--- config.mk ---
export PLATFORM = sky130hd
export DESIGN_NAME = wm_field_mover
export DESIGN_NICKNAME = d
export VERILOG_FILES = /design/src/rtl/wfm_pkg.sv /design/src/rtl/wfm_addr_reg.sv /design/src/rtl/wfm_data_hold.sv /design/src/rtl/wfm_ctrl.sv /design/src/rtl/wm_field_mover.sv
export SDC_FILE = /design/constraint.sdc
export NUM_CORES = 1
export LEC_CHECK = 0
export BUFFER_PORTS_ARGS = -buffer_cell sky130_fd_sc_hd__buf_2
export CORE_MARGIN = 1
export CORE_UTILIZATION = 42
export DETAILED_ROUTE_END_ITERATION = 6
export PLACE_DENSITY = 0.81
export SETUP_SLACK_MARGIN = 0.1
export SLEW_MARGIN = 25
export SYNTH_ARGS = -nofsm -noshare
export SYNTH_HDL_FRONTEND = slang
export SYNTH_HIERARCHICAL = 1
export SYNTH_SLANG_ARGS = --single-unit
export TNS_END_PERCENT = 30
--- constraint.sdc ---
create_clock -name clk -period 4.7 [get_ports clk]
set_input_delay 0.94 -clock clk [delete_from_list [all_inputs] [get_ports clk]]
set_output_delay 0.94 -clock clk [all_outputs]
set_load 0.1 [all_outputs]
--- src/rtl/wfm_pkg.sv ---
package wfm_pkg;

    localparam int CHAR_W = 6;
    localparam int WORD_W = CHAR_W + 1;

    typedef struct packed {
        logic              mark;
        logic [CHAR_W-1:0] ch;
    } word_t;

    typedef enum logic [2:0] {
        ST_IDLE  = 3'd0,
        ST_READ  = 3'd1,
        ST_WRITE = 3'd2
    } state_t;

    typedef enum logic [1:0] {
        ERR_NONE  = 2'd0,
        ERR_LEN   = 2'd1,
        ERR_ADDR  = 2'd2,
        ERR_STATE = 2'd3
    } err_t;

    // Lengths accepted for a move: chained, one-address, two-address.
    function automatic logic legal_len(input logic [2:0] len);
        return (len == 3'd1) || (len == 3'd4) || (len == 3'd7);
    endfunction

endpackage

--- src/rtl/wfm_addr_reg.sv ---
module wfm_addr_reg
    import wfm_pkg::*;
#(
    parameter int ADDR_W    = 14,
    parameter int MEM_WORDS = 2000
) (
    input  logic              clk,
    input  logic              rst,
    input  logic              load,
    input  logic [ADDR_W-1:0] load_val,
    input  logic              dec,
    output logic [ADDR_W-1:0] value,
    output logic              in_range
);
    localparam logic [ADDR_W:0] LIMIT = (ADDR_W+1)'(MEM_WORDS);

    logic [ADDR_W-1:0] r_q;

    always_ff @(posedge clk) begin
        if (rst)
            r_q <= '0;
        else if (load)
            r_q <= load_val;
        else if (dec)
            r_q <= r_q - 1'b1;
    end

    assign value    = r_q;
    assign in_range = ({1'b0, r_q} < LIMIT);
endmodule

--- src/rtl/wfm_data_hold.sv ---
module wfm_data_hold
    import wfm_pkg::*;
(
    input  logic  clk,
    input  logic  rst,
    input  logic  rd_issue,
    input  word_t rdata,
    output word_t cur
);
    logic  pend_q;
    word_t held_q;

    always_ff @(posedge clk) begin
        if (rst) begin
            pend_q <= 1'b0;
            held_q <= '0;
        end else begin
            pend_q <= rd_issue;
            if (pend_q)
                held_q <= rdata;
        end
    end

    // Fresh data is on the bus only in the clock right after the read.
    assign cur = pend_q ? rdata : held_q;
endmodule

--- src/rtl/wfm_ctrl.sv ---
module wfm_ctrl
    import wfm_pkg::*;
(
    input  logic       clk,
    input  logic       rst,
    input  logic       start,
    input  logic [2:0] len_code,
    input  logic       step_mode,
    input  logic       step,
    input  logic       a_ok,
    input  logic       b_ok,
    input  logic       cur_mark,
    output logic       load,
    output logic       rd_en,
    output logic       wr_en,
    output logic       busy,
    output logic       done,
    output logic       err,
    output err_t       err_code,
    output logic       fault_b
);
    state_t state_q, state_n;
    logic   go, fin, abort, fb_n;
    err_t   code_n;

    assign go    = !step_mode || step;
    assign busy  = (state_q != ST_IDLE);
    assign load  = (state_q == ST_IDLE) && start && legal_len(len_code);
    assign rd_en = (state_q == ST_READ)  && go && a_ok;
    assign wr_en = (state_q == ST_WRITE) && go && b_ok;

    always_comb begin
        state_n = state_q;
        fin     = 1'b0;
        abort   = 1'b0;
        code_n  = ERR_NONE;
        fb_n    = 1'b0;
        case (state_q)
            ST_IDLE: begin
                if (start) begin
                    if (legal_len(len_code)) begin
                        state_n = ST_READ;
                    end else begin
                        fin    = 1'b1;
                        abort  = 1'b1;
                        code_n = ERR_LEN;
                    end
                end
            end
            ST_READ: begin
                if (go) begin
                    if (a_ok) begin
                        state_n = ST_WRITE;
                    end else begin
                        state_n = ST_IDLE;
                        fin     = 1'b1;
                        abort   = 1'b1;
                        code_n  = ERR_ADDR;
                    end
                end
            end
            ST_WRITE: begin
                if (go) begin
                    if (!b_ok) begin
                        state_n = ST_IDLE;
                        fin     = 1'b1;
                        abort   = 1'b1;
                        code_n  = ERR_ADDR;
                        fb_n    = 1'b1;
                    end else if (cur_mark) begin
                        state_n = ST_IDLE;
                        fin     = 1'b1;
                    end else begin
                        state_n = ST_READ;
                    end
                end
            end
            default: begin
                state_n = ST_IDLE;
                fin     = 1'b1;
                abort   = 1'b1;
                code_n  = ERR_STATE;
            end
        endcase
    end

    always_ff @(posedge clk) begin
        if (rst) begin
            state_q  <= ST_IDLE;
            done     <= 1'b0;
            err      <= 1'b0;
            err_code <= ERR_NONE;
            fault_b  <= 1'b0;
        end else begin
            state_q <= state_n;
            done    <= fin;
            if (abort) begin
                err      <= 1'b1;
                err_code <= code_n;
                fault_b  <= fb_n;
            end else if (load) begin
                err      <= 1'b0;
                err_code <= ERR_NONE;
                fault_b  <= 1'b0;
            end
        end
    end
endmodule

--- src/rtl/wm_field_mover.sv ---
module wm_field_mover
    import wfm_pkg::*;
#(
    parameter int ADDR_W    = 14,
    parameter int MEM_WORDS = 2000
) (
    input  logic              clk,
    input  logic              rst,
    input  logic              start,
    input  logic [2:0]        len_code,
    input  logic [ADDR_W-1:0] a_start,
    input  logic [ADDR_W-1:0] b_start,
    input  logic              step_mode,
    input  logic              step,
    output logic              mem_en,
    output logic              mem_we,
    output logic [ADDR_W-1:0] mem_addr,
    output logic [WORD_W-1:0] mem_wdata,
    input  logic [WORD_W-1:0] mem_rdata,
    output logic              busy,
    output logic              done,
    output logic              err,
    output logic [1:0]        err_code,
    output logic              fault_b,
    output logic [ADDR_W-1:0] a_final,
    output logic [ADDR_W-1:0] b_final
);
    localparam int SIDE_A = 0;
    localparam int SIDE_B = 1;

    logic              load, rd_en, wr_en;
    logic [ADDR_W-1:0] start_val [2];
    logic [ADDR_W-1:0] addr_q    [2];
    logic              ok        [2];
    logic              dec       [2];
    word_t             cur_word;
    err_t              code_e;

    assign start_val[SIDE_A] = a_start;
    assign start_val[SIDE_B] = b_start;
    assign dec[SIDE_A]       = rd_en;
    assign dec[SIDE_B]       = wr_en;

    for (genvar g = 0; g < 2; g++) begin : g_side
        wfm_addr_reg #(
            .ADDR_W   (ADDR_W),
            .MEM_WORDS(MEM_WORDS)
        ) u_reg (
            .clk     (clk),
            .rst     (rst),
            .load    (load),
            .load_val(start_val[g]),
            .dec     (dec[g]),
            .value   (addr_q[g]),
            .in_range(ok[g])
        );
    end

    wfm_data_hold u_hold (
        .clk     (clk),
        .rst     (rst),
        .rd_issue(rd_en),
        .rdata   (word_t'(mem_rdata)),
        .cur     (cur_word)
    );

    wfm_ctrl u_ctrl (
        .clk      (clk),
        .rst      (rst),
        .start    (start),
        .len_code (len_code),
        .step_mode(step_mode),
        .step     (step),
        .a_ok     (ok[SIDE_A]),
        .b_ok     (ok[SIDE_B]),
        .cur_mark (cur_word.mark),
        .load     (load),
        .rd_en    (rd_en),
        .wr_en    (wr_en),
        .busy     (busy),
        .done     (done),
        .err      (err),
        .err_code (code_e),
        .fault_b  (fault_b)
    );

    assign mem_en    = rd_en || wr_en;
    assign mem_we    = wr_en;
    assign mem_addr  = wr_en ? addr_q[SIDE_B] : addr_q[SIDE_A];
    assign mem_wdata = cur_word;
    assign err_code  = code_e;
    assign a_final   = addr_q[SIDE_A];
    assign b_final   = addr_q[SIDE_B];
endmodule

Yosys cells after proc, flatten, opt, wreduce, memory -nomap -nowiden
Index checks and enable logic that the tools add are counted.
Word-level totals
  bits in registers: 44
  input bits: 43
  word-level logic and storage cells: 78
Operators by class
  add/sub/neg operators: 2
  order comparisons: 2
  equal/unequal tests: 9
  multiplexer cells: 38
  reductions and logical operators: 17
Operators with widths (count)
  two-way mux 14 bit: 5
  < comparator 14 x 11 -> 1 bit (second input constant): 2
  subtractor 14 x 1 -> 14 bit (second input constant): 2
  two-way mux 2 bit: 8
  two-way mux 1 bit: 15
  two-way mux 3 bit: 5
  case mux 3 bit (3 select lines): 1
  two-way mux 7 bit: 1
  == test 3 x 1 -> 1 bit (second input constant): 2
  == test 3 bit (second input constant): 2
  logical AND 1 bit: 6
  case mux 1 bit (3 select lines): 2
  case mux 2 bit (3 select lines): 1
  nonzero test 2 bit: 3
  logical OR 1 bit: 4
  != test 2 x 1 -> 1 bit (second input constant): 2
  != test 2 bit (second input constant): 2
  AND reduction 4 bit: 1
  == test 3 x 2 -> 1 bit (second input constant): 1
  logical NOT 3 bit: 1
  nonzero test 3 bit: 1
  logical NOT 1 bit: 1

Longest topological paths before layout
Gate-level depths: netlist of the first run.
  depth in word-level cells: 7
  mapped depth: 9
  depth with buffers taken out: 8

Modules after synthesis
The synthesis of the first run kept the hierarchy.
By module, submodules not included
  wfm_addr_reg: instances 2, cells an instance 101, area each 848.3 um^2, seq. area each 280.3 um^2
  wfm_ctrl: instances 1, cells an instance 47, area each 386.6 um^2, seq. area each 140.1 um^2
  wfm_data_hold: instances 1, cells an instance 24, area each 326.6 um^2, seq. area each 160.2 um^2
  wm_field_mover: instances 1, cells an instance 17, area each 229.0 um^2, seq. area each 0.0 um^2

Least setup slack after synthesis of the first run
OpenSTA, ideal clock, no wires.
  kind: flip-flop to output port
  start point: reg g_side[1].u_reg.r_q[4]
  end point: out mem_en
  arrival time: 3.299 ns
  setup slack: 0.461 ns
  stages on the path, launching flop included: 8
  buffers on the path: 2
  cells stage by stage: dfxtp_1 o21ai_0 nor2_1 nor4_1 and2_1 buf_6 buf_12 or2_1
RTL lines
  from (decl): RTL line wfm_addr_reg.sv:17  | logic [ADDR_W-1:0] r_q;
  from (signal assigned): RTL line wfm_addr_reg.sv:23  | r_q <= load_val;
  from (signal assigned): RTL line wfm_addr_reg.sv:25  | r_q <= r_q - 1'b1;
  to (decl): RTL line wm_field_mover.sv:15  | output logic mem_en,

==> flow_metrics.tcl, run 1 <==
set metrics [dict create \
    clk_transition_reported_paths_ns 0.08 \
    worst_ir_drop_vdd_mv 0.212 \
    floorplan.die.width_um 81.3 \
    number_of_standard_cells_in_the_layout_taps_in_and_fillers_out 460 \
    global_route_congestion_overflow_total 0 \
    yosys_warnings 6 \
    grt_max_degree 58 \
    synth_top_area_share_pct 32.6 \
    tightest_slew_ns 0.895 \
    postCtsHoldBufs 0 \
    row_count 28 \
    grt_antenna_before_repair 0 \
    clock-sinks 43 \
    cell_chosen_for_the_clock_root "sky130_fd_sc_hd__clkbuf_8" \
    number_of_fill_cells_in_the_layout 588 \
    first_global_vias 2146 \
    status "finished, final reports clean" \
    slew_violations 0 \
    fin_tns_setup_ns 0 \
    final-hold-violation-count 0 \
    timing.critical_path.from_type "flop" \
    reg2reg_slack_ns 1.44 \
    path_max_fanout 17 \
    mapped_nets 335 \
    critical_path_arrival_ns 3.03 \
    cts.path.max_buffers 2 \
    htree_num_levels 2 \
    critical_path.endpoint_type "output pin" \
    grt_usage_pct 20.2 \
    ys_top_cells_by_area "sky130_fd_sc_hd__dfxtp_1, sky130_fd_sc_hd__mux2_4, sky130_fd_sc_hd__a21oi_1, sky130_fd_sc_hd__o21a_1, sky130_fd_sc_hd__xor2_1" \
    global_route_wire_length_before_repair_um 10200 \
    mappedNetlistArea_mm2 0.00264 \
    clock_skew_ns 0.00752 \
    area_delta_synth_final_pct 23.9 \
    synthDistinctLibCells 48 \
    ant_nets 0 \
    coreArea_mm2 0.00599 \
    initial_util_pct 44.0 \
    critical_path.reg2reg.endpoint "g_side[1].u_reg/value[13]" \
    critPathLaunch "g_side[1].u_reg/value[4]" \
    static-leakage-power_nw 1.59 \
    cell_area_placed_mm2 0.00315 \
    firstDrtPassIters 4 \
    die_y_um 81.3 \
    synthFlopType "sky130_fd_sc_hd__dfxtp_1" \
    path_type_of_the_worst_setup_path "flop to output pin" \
    post_drt_wl_per_cell_um 13.8 \
    port-buffer-count 99 \
    grt_setup_unrepaired "no" \
    clk_latency_ns 0.30 \
    fmax_mhz 252 \
    finalNetCount 429 \
    synthMostInstantiatedCell "sky130_fd_sc_hd__dfxtp_1" \
    cts_tree "yes" \
    postSynthAreaPerCell_um2 9.10 \
    timing.final.crit_share_pct 84.5 \
    io_pins 100 \
    max-cap-violations 0 \
    dr_total_vias 2400 \
    post_route_cells_drive_above_1_share_pct 37.7 \
    totalWireLength_um 6350 \
    timing.critical_path.to "mem_addr[11]" \
    worstReg2RegStart "g_side[1].u_reg/value[4]" \
    finalSetupViolations 0 \
    reg2regPathDepth 9 \
    cell_count_after_synthesis 290 \
    timing.critical_path.required_ns 3.76 \
    cts.repair_timing.setup_buffer_count 0 \
    ys_async_sr_fraction_pct 0 \
    place_ws_ns 0.974 \
    setup_slack_of_the_critical_path_after_layout_ns 0.730 \
    dpl.hpwl_um 4700 \
    final_area_mm2 0.00327 \
    tritoncts_buffer_count 5 \
    post_cts.resized_instances 0 \
    postSynthRegisterBits 43 \
    finalWeightedCongestion 0.872 \
    ys_seq_area_share_pct 32.6 \
    synth_enable_flop_cells 0 \
    placedCellCount 452 \
    finalCriticalPeriod_ns 3.97 \
    slew_headroom_pct 40.3 \
    drt_iter0_drc 83 \
    synth_area_leader_cell "sky130_fd_sc_hd__dfxtp_1" \
    insertedDiodeCount 0 \
    drc 0 \
    floorplan.die_area_mm2 0.00660 \
    netlist_top_cells_count "sky130_fd_sc_hd__dfxtp_1, sky130_fd_sc_hd__a21oi_1, sky130_fd_sc_hd__nor2_1" \
    min-delay-path-class "flop to flop" \
    route.detailed.vias_per_inst 5.22 \
    power_density_mw_per_mm2 386 \
]
[cell type report]
type / count / area (um^2) / area share, %
Clock buffer: 6 / 82.6 / 2.52
Clock inverter: 2 / 35.0 / 1.07
Inverter: 21 / 80.1 / 2.45
Multi-Input combinational cell: 213 / 1620 / 49.4
Timing Repair Buffer: 100 / 503 / 15.4
Sequential cell: 43 / 861 / 26.3
Tap cell: 75 / 93.8 / 2.87
[worst max-delay path, cell delays in order (launching register included)]
cell and delay [ns]:
sky130_fd_sc_hd__dfxtp_1 0.41, sky130_fd_sc_hd__o21ai_0 0.21, sky130_fd_sc_hd__nor2_1 0.06, sky130_fd_sc_hd__nor4_1 0.50
sky130_fd_sc_hd__and2_1 0.82, sky130_fd_sc_hd__mux2_2 0.30, sky130_fd_sc_hd__buf_2 0.42
[power by group]
group | total [W] | switching, W | internal [W] | leakage [nW]
logic | 0.000518 | 0.000392 | 0.000125 | 1.18
registers | 0.000442 | 0.0000508 | 0.000391 | 0.351
clock network | 0.000302 | 0.000130 | 0.000172 | 0.0612
[registers in the layout, summed over array words and instances (netlist names)]
| register | count |
|---|---|
| u_hold/held_q | 7 |
| u_ctrl/err | 1 |
| u_ctrl/done | 1 |
| u_ctrl/err_code | 2 |
| u_ctrl/state_q | 2 |
| u_hold/pend_q | 1 |
| u_ctrl/fault_b | 1 |
| g_side.u_reg/value | 28 |
[per-layer routing]
metal | vias up | part of all wire, % | track usage [%] | wire length (um)
met5 | - | 0 | 0 | 0
li1 | 1200 | - | - | -
met1 | 1103 | 47 | 26.4 | 2970
met4 | 0 | 1.0 | 5.00 | 64
met2 | 89 | 46 | 33.8 | 2940
met3 | 8 | 6.0 | 3.93 | 380
[logic make-up after synthesis]
family / synth area share (%)
AOI/OAI and AO/OA: 15.5
DFF: 32.6
buffers and inverters: 6.16
muxes: 12.0
and+or+nand+nor: 25.1
adders and majority gates: 0.948
xor gates and xnor gates: 7.63
[cell usage in the layout, fill, tap and decap left out, types with 3 or more instances in the layout]
cell,n
sky130_fd_sc_hd__buf_2,99
sky130_fd_sc_hd__dfxtp_1,43
sky130_fd_sc_hd__a21oi_1,29
sky130_fd_sc_hd__nor2_1,26
sky130_fd_sc_hd__inv_1,20
sky130_fd_sc_hd__o21a_1,18
sky130_fd_sc_hd__mux2_4,16
sky130_fd_sc_hd__nor2b_1,15
sky130_fd_sc_hd__xor2_1,12
sky130_fd_sc_hd__xnor2_1,11
sky130_fd_sc_hd__nand2_1,10
sky130_fd_sc_hd__nor3_1,9
sky130_fd_sc_hd__clkbuf_8,6
sky130_fd_sc_hd__nor4_1,6
sky130_fd_sc_hd__mux2_2,5
sky130_fd_sc_hd__nand4_1,4
sky130_fd_sc_hd__o21ai_0,4
sky130_fd_sc_hd__and4bb_1,4
sky130_fd_sc_hd__nand3_1,4
sky130_fd_sc_hd__nor3b_1,3
sky130_fd_sc_hd__nand2b_1,3
[how the worst min path moves through the flow]
stage                          to  cells after the start          startpoint
6_report       u_ctrl/err_code[1]                      2  u_ctrl/err_code[1]
5_1_grt        u_ctrl/err_code[1]                      2  u_ctrl/err_code[1]
4_1_cts        u_ctrl/err_code[1]                      2  u_ctrl/err_code[1]
3_5_place_dp   u_ctrl/err_code[1]                      2  u_ctrl/err_code[1]
3_3_place_gp   u_ctrl/err_code[1]                      2  u_ctrl/err_code[1]
2_1_floorplan         u_ctrl/done                      2   u_ctrl/state_q[1]
[per-stage QoR]
stage                     power (W)  utilization [%]  hold WS [ns]
after floorplan            0.000880                -         0.527
after global placement     0.000962             52.6         0.442
after detailed placement   0.000970             52.6         0.461
after CTS                   0.00127             54.6         0.473
after global routing        0.00132             54.6         0.504
final                       0.00126             54.6         0.481
No activity file was read; power rests on OpenSTA's default activity.
==> run 2, diff against run 1 <==
clock period = 4.1 ns   (was 4.7 ns; I/O delays follow)
==> flow_metrics.tcl, run 2 (same netlist as run 1, synthesis figures left out) <==
set metrics [dict create \
    finalNetCount 429 \
    min-delay-path-class "flop to flop" \
    setup_slack_of_the_critical_path_after_layout_ns 0.519 \
    finalWeightedCongestion 0.812 \
    post_cts.resized_instances 0 \
    cell_area_placed_mm2 0.00315 \
    firstDrtPassIters 4 \
    global_route_wire_length_before_repair_um 10300 \
    max-cap-violations 0 \
    power_density_mw_per_mm2 425 \
    cts_tree "yes" \
    multi_input_area_mm2 0.00162 \
    fin_tns_setup_ns 0 \
    dr_total_vias 2395 \
    critical_path.reg2reg.endpoint "g_side[1].u_reg/value[13]" \
    drt_iter0_drc 126 \
    clk_transition_reported_paths_ns 0.08 \
    cts.path.max_buffers 2 \
    coreArea_mm2 0.00599 \
    clock-sinks 43 \
    fmax_mhz 279 \
    clock_skew_ns 0.0116 \
    timing.critical_path.from_type "flop" \
    timing.hold.ws_ns 0.469 \
    path_max_fanout 24 \
    timing.critical_path.to "mem_addr[11]" \
    worstReg2RegStart "g_side[1].u_reg/value[4]" \
    layout_common_cells "sky130_fd_sc_hd__buf_2, sky130_fd_sc_hd__dfxtp_1, sky130_fd_sc_hd__a21oi_1" \
    dpl.hpwl_um 4840 \
    ant_nets 0 \
    register_area_um2 861 \
    tightest_slew_ns 0.865 \
    number_of_fill_cells_in_the_layout 579 \
    cts.repair_timing.setup_buffer_count 0 \
    reg2regPathDepth 8 \
    floorplan.die_area_mm2 0.00660 \
    static-leakage-power_nw 1.57 \
    route.detailed.vias_per_inst 5.21 \
    cell_chosen_for_the_clock_root "sky130_fd_sc_hd__clkbuf_8" \
    utilization_pct 54.2 \
    grt_setup_unrepaired "no" \
    largest_register_ff_count 28 \
    critical_path.endpoint_type "output pin" \
    timing.critical_path.required_ns 3.28 \
    path_type_of_the_worst_setup_path "flop to output pin" \
    tritoncts_buffer_count 5 \
    die_y_um 81.3 \
    place_ws_ns 0.665 \
    clk_latency_ns 0.30 \
    io_pins 100 \
    finalSetupViolations 0 \
    timing.final.crit_share_pct 87.3 \
    grt_antenna_before_repair 0 \
    totalWireLength_um 6540 \
    finalCriticalPeriod_ns 3.58 \
    initial_util_pct 44.0 \
    post_route_cells_drive_above_1_share_pct 37.9 \
    port-buffer-count 99 \
    final_area_mm2 0.00325 \
    area_delta_synth_final_pct 23.1 \
    post_drt_wl_per_cell_um 14.2 \
    critical_path_arrival_ns 2.76 \
    grt_usage_pct 20.6 \
    layout_commonest_cell "sky130_fd_sc_hd__buf_2" \
    first_global_vias 2125 \
    insertedDiodeCount 0 \
    drc 0 \
    worst_ir_drop_vdd_mv 0.261 \
    floorplan.die.width_um 81.3 \
    row_count 28 \
    reg2reg_slack_ns 1.31 \
    critPathLaunch "g_side[1].u_reg/value[4]" \
    final-hold-violation-count 0 \
    global_route_congestion_overflow_total 0 \
    grt_max_degree 58 \
    htree_num_levels 2 \
    postCtsHoldBufs 0 \
    slew_headroom_pct 42.3 \
    slew_violations 0 \
    status "finished, final reports clean" \
]
-- run 2: changes by cell type in the layout (fill, tap and decap cells not counted), sizes merged --
cell / change
bufinv: -1
clkbuf: -1
clkinv: -1
clkinvlp: +2
inv: +1
-- run 2: worst min-delay path by stage --
stage	from	end	slack (ns)	cells past startpoint
6_report	u_ctrl/err_code[1]	u_ctrl/err_code[1]	0.47	2
5_1_grt	u_ctrl/err_code[1]	u_ctrl/err_code[1]	0.49	2
4_1_cts	u_ctrl/err_code[1]	u_ctrl/err_code[1]	0.47	2
3_5_place_dp	u_ctrl/err_code[1]	u_ctrl/err_code[1]	0.46	2
3_3_place_gp	u_ctrl/err_code[1]	u_ctrl/err_code[1]	0.44	2
2_1_floorplan	u_ctrl/state_q[1]	u_ctrl/done	0.53	2
-- run 2: through the flow --
step | total power, W | cells
finish | 0.00138 | 460
global route | 0.00145 | 460
global placement | 0.00110 | 452
floorplan | 0.00101 | 290
CTS | 0.00139 | 460
detailed placement | 0.00111 | 452
-- run 2: power breakdown --
part           switching, W  internal [W]  total, W
clock              0.000155      0.000122  0.000277
sequential        0.0000585      0.000448  0.000507
combinational      0.000452      0.000144  0.000596
-- run 2: critical path, cell delays in order (launching register included) --
cell and delay [ns]:
sky130_fd_sc_hd__dfxtp_1 0.41, sky130_fd_sc_hd__o21ai_0 0.22, sky130_fd_sc_hd__nor2_1 0.06, sky130_fd_sc_hd__nor4_1 0.55, sky130_fd_sc_hd__and2_4 0.53, sky130_fd_sc_hd__mux2_2 0.39
sky130_fd_sc_hd__buf_2 0.29
-- run 2: cell type report --
cell class / instances / share of cell area, %
Clock buffer: 5 / 2.12
Clock inverter: 3 / 0.732
Inverter: 21 / 2.47
Multi-Input combinational cell: 213 / 49.8
Sequential cell: 43 / 26.5
Tap cell: 75 / 2.89
Timing Repair Buffer: 100 / 15.5
-- run 2: layer usage --
metal	track usage, %	wire length, um	vias up
li1	-	-	1199
met1	27.5	2920	1097
met2	33.8	3120	90
met3	3.82	421	9
met4	5.54	79	0
met5	0	0	-
==> run 3, diff against run 2 <==
BUFFER_PORTS_ARGS = -buffer_cell sky130_fd_sc_hd__buf_4   (was -buffer_cell sky130_fd_sc_hd__buf_2)
PLACE_DENSITY = 0.82   (was 0.81)
SYNTH_HIERARCHICAL = unset   (was 1)
==> flow_metrics.tcl, run 3 <==
set metrics [dict create \
    status "finished, final reports clean" \
    yosys-mux-area-fraction_pct 3.08 \
    cts.repair_timing.setup_buffer_count 0 \
    synth-adder-area-share_pct 0.994 \
    topRoutingLayerUsed "met4" \
    floorplan.die.width_um 79.4 \
    io_pins 100 \
    ys_top_cells_by_area "sky130_fd_sc_hd__dfxtp_1, sky130_fd_sc_hd__nand2_1, sky130_fd_sc_hd__nor2_1, sky130_fd_sc_hd__a21oi_1, sky130_fd_sc_hd__a211oi_1" \
    timing.critical_path.required_ns 3.28 \
    slew_violations 0 \
    route.detailed.vias_per_inst 5.61 \
    clk_latency_ns 0.31 \
    critical_path_arrival_ns 2.63 \
    port-buffer-count 99 \
    largest_register_ff_count 28 \
    timing.critical_path.max_delay_family "simple AND/OR/NAND/NOR gates" \
    netSwitchingPower_w 0.000702 \
    drc 0 \
    final_area_mm2 0.00339 \
    layout_common_cells "sky130_fd_sc_hd__buf_4, sky130_fd_sc_hd__dfxtp_1, sky130_fd_sc_hd__nand2_1" \
    worstPathCellList "buf_4 > nor2b_1 > nor3_4 > nand2_2 > inv_2 > nand2_1 > o21ai_1 > buf_4" \
    reg2reg_slack_ns 1.92 \
    global_route_wire_length_before_repair_um 11700 \
    grt_usage_pct 23.9 \
    reg2regPathDepth 6 \
    dpl.hpwl_um 5250 \
    first_global_vias 2520 \
    pwr-share-clk_pct 25.6 \
    die_y_um 79.4 \
    totalWireLength_um 7280 \
    ys_seq_area_share_pct 34.2 \
    cell_area_placed_mm2 0.00326 \
    met1Wirelength_um 3090 \
    post-layout-total-power_w 0.00157 \
    global_route_congestion_overflow_total 0 \
    ant_nets 0 \
    htree_num_levels 2 \
    postCtsHoldBufs 0 \
    cts_tree "yes" \
    finalNetCount 443 \
    grt_setup_unrepaired "no" \
    row_count 27 \
    static-leakage-power_nw 1.46 \
    postSynthRegisterBits 43 \
    cts.path.max_buffers 2 \
    route.met3.wl_um 559 \
    timing.hold.ws_ns 0.485 \
    power_density_mw_per_mm2 462 \
    worstReg2RegStart "u_ctrl.state_q[1]" \
    grt_max_degree 46 \
    netlist_top_cells_count "sky130_fd_sc_hd__dfxtp_1, sky130_fd_sc_hd__nand2_1, sky130_fd_sc_hd__nor2_1" \
    fmax_mhz 290 \
    worst_ir_drop_vdd_mv 0.261 \
    timing.final.crit_share_pct 84.1 \
    initial_util_pct 44.6 \
    finalCriticalPeriod_ns 3.45 \
    min-delay-path-class "flop to flop" \
    grt_antenna_before_repair 0 \
    synthMostInstantiatedCell "sky130_fd_sc_hd__dfxtp_1" \
    critical_path.endpoint_type "output pin" \
    max-cap-violations 0 \
    path_max_fanout 25 \
    critPathBufInv 3 \
    post_drt_wl_per_cell_um 15.5 \
    floorplan.die_area_mm2 0.00631 \
    combinationalPowerShare_pct 42.4 \
    critical_path_cell_with_the_highest_stage_delay "sky130_fd_sc_hd__inv_2" \
    slew_headroom_pct 35.1 \
    worst_hold_path.endpoint "u_ctrl.fault_b" \
    path_type_of_the_worst_setup_path "primary input to output pin" \
    dr_total_vias 2640 \
    synthDistinctLibCells 65 \
    power.share.sequential_pct 32.0 \
    mapped_nets 352 \
    critical_path.reg2reg.endpoint "g_side[0].u_reg.value[11]" \
    synth-simple-area-share_pct 35.0 \
    final-hold-violation-count 0 \
    post_cts.resized_instances 0 \
    synth_area_leader_cell "sky130_fd_sc_hd__dfxtp_1" \
    dominant_combinational_cell_family_by_area_after_synthesis "simple AND/OR/NAND/NOR gates" \
    finalSetupViolations 0 \
    critical_path_cell_count 8 \
    clk_transition_reported_paths_ns 0.09 \
    wl_met2_um 3580 \
    hold_path_startpoint "u_ctrl.fault_b" \
    min_delay_path_depth 2 \
    finalWeightedCongestion 0.872 \
    cell_count_after_synthesis 307 \
    coreArea_mm2 0.00564 \
    layout_commonest_cell "sky130_fd_sc_hd__buf_4" \
    synth_compound_gate_area_share_pct 18.7 \
    firstDrtPassIters 5 \
    switching_share_pct 44.8 \
    tritoncts_buffer_count 5 \
    ys_async_sr_fraction_pct 0 \
    synth_enable_flop_cells 0 \
    drt_iter0_drc 188 \
    synth_xor_xnor_area_share_pct 2.43 \
    clock-sinks 43 \
    timing.critical_path.from_type "primary input" \
    tightest_slew_ns 0.971 \
    p_int_w 0.000866 \
    yosys_warnings 0 \
    clock_skew_ns 0.0120 \
    insertedDiodeCount 0 \
    cp_slowest_stage_delay_ns 0.34 \
    cpMostUsedCell "sky130_fd_sc_hd__buf_4" \
    post_route_cells_drive_above_1_share_pct 34.1 \
    synthFlopType "sky130_fd_sc_hd__dfxtp_1" \
    mappedNetlistArea_mm2 0.00252 \
    cell_chosen_for_the_clock_root "sky130_fd_sc_hd__clkbuf_8" \
    area_delta_synth_final_pct 34.7 \
    postSynthAreaPerCell_um2 8.20 \
    synth_top_area_share_pct 34.2 \
]
==> run 3: worst max-delay path by stage <==
stage	start	endpoint	slack, ns
6_report	step_mode	mem_addr[0]	0.65
5_1_grt	step_mode	mem_addr[0]	0.48
4_1_cts	step_mode	mem_addr[0]	0.67
3_5_place_dp	step_mode	mem_addr[0]	0.69
3_3_place_gp	step_mode	mem_addr[0]	0.77
2_1_floorplan	g_side[1].u_reg.value[11]	mem_addr[2]	-0.58
==> run 3: cell type report <==
class / instances / area (um^2)
Clock buffer: 5 / 68.8
Clock inverter: 3 / 67.6
Fill cell: 507 / 2250
Inverter: 10 / 37.5
Multi-Input combinational cell: 238 / 1520
Sequential cell: 43 / 861
Tap cell: 72 / 90.1
Timing Repair Buffer: 100 / 751
==> run 3: worst min-delay path: stages, from the launching register on <==
cell	delay [ns]
sky130_fd_sc_hd__dfxtp_1	0.33
sky130_fd_sc_hd__nand4_1	0.06
sky130_fd_sc_hd__a21oi_1	0.06
==> run 3: routing by layer <==
metal | up-vias | global-route usage, %
li1 | 1290 | -
met1 | 1222 | 29.0
met2 | 121 | 40.2
met3 | 7 | 6.86
met4 | 0 | 8.00
met5 | - | 0
==> run 3: stage by stage <==
step                      TNS, ns  cells  setup slack (ns)  util [%]
after global routing            0    471             0.484      60.1
after floorplan             -1.60    307            -0.577         -
after global placement          0    463             0.770      57.7
final                           0    471             0.654      60.1
after CTS                       0    471             0.674      60.1
after detailed placement        0    463             0.690      57.7
==> run 3: power by group through the flow <==
stage	clock network (W)	logic, W	registers, W
after floorplan	0	0.000327	0.000698
after global placement	0	0.000655	0.000510
after detailed placement	0	0.000660	0.000511
after CTS	0.000406	0.000663	0.000501
after global routing	0.000425	0.000694	0.000508
final	0.000402	0.000664	0.000502
==> run 3: cell families (layout without fill, tap and decap cells) <==
family,Yosys count,after routing
compound gates,68,68
xor+xnor,7,7
fa+ha+maj,2,2
buf+inv,26,118
flops,43,43
mux,7,7
simple gates,154,154
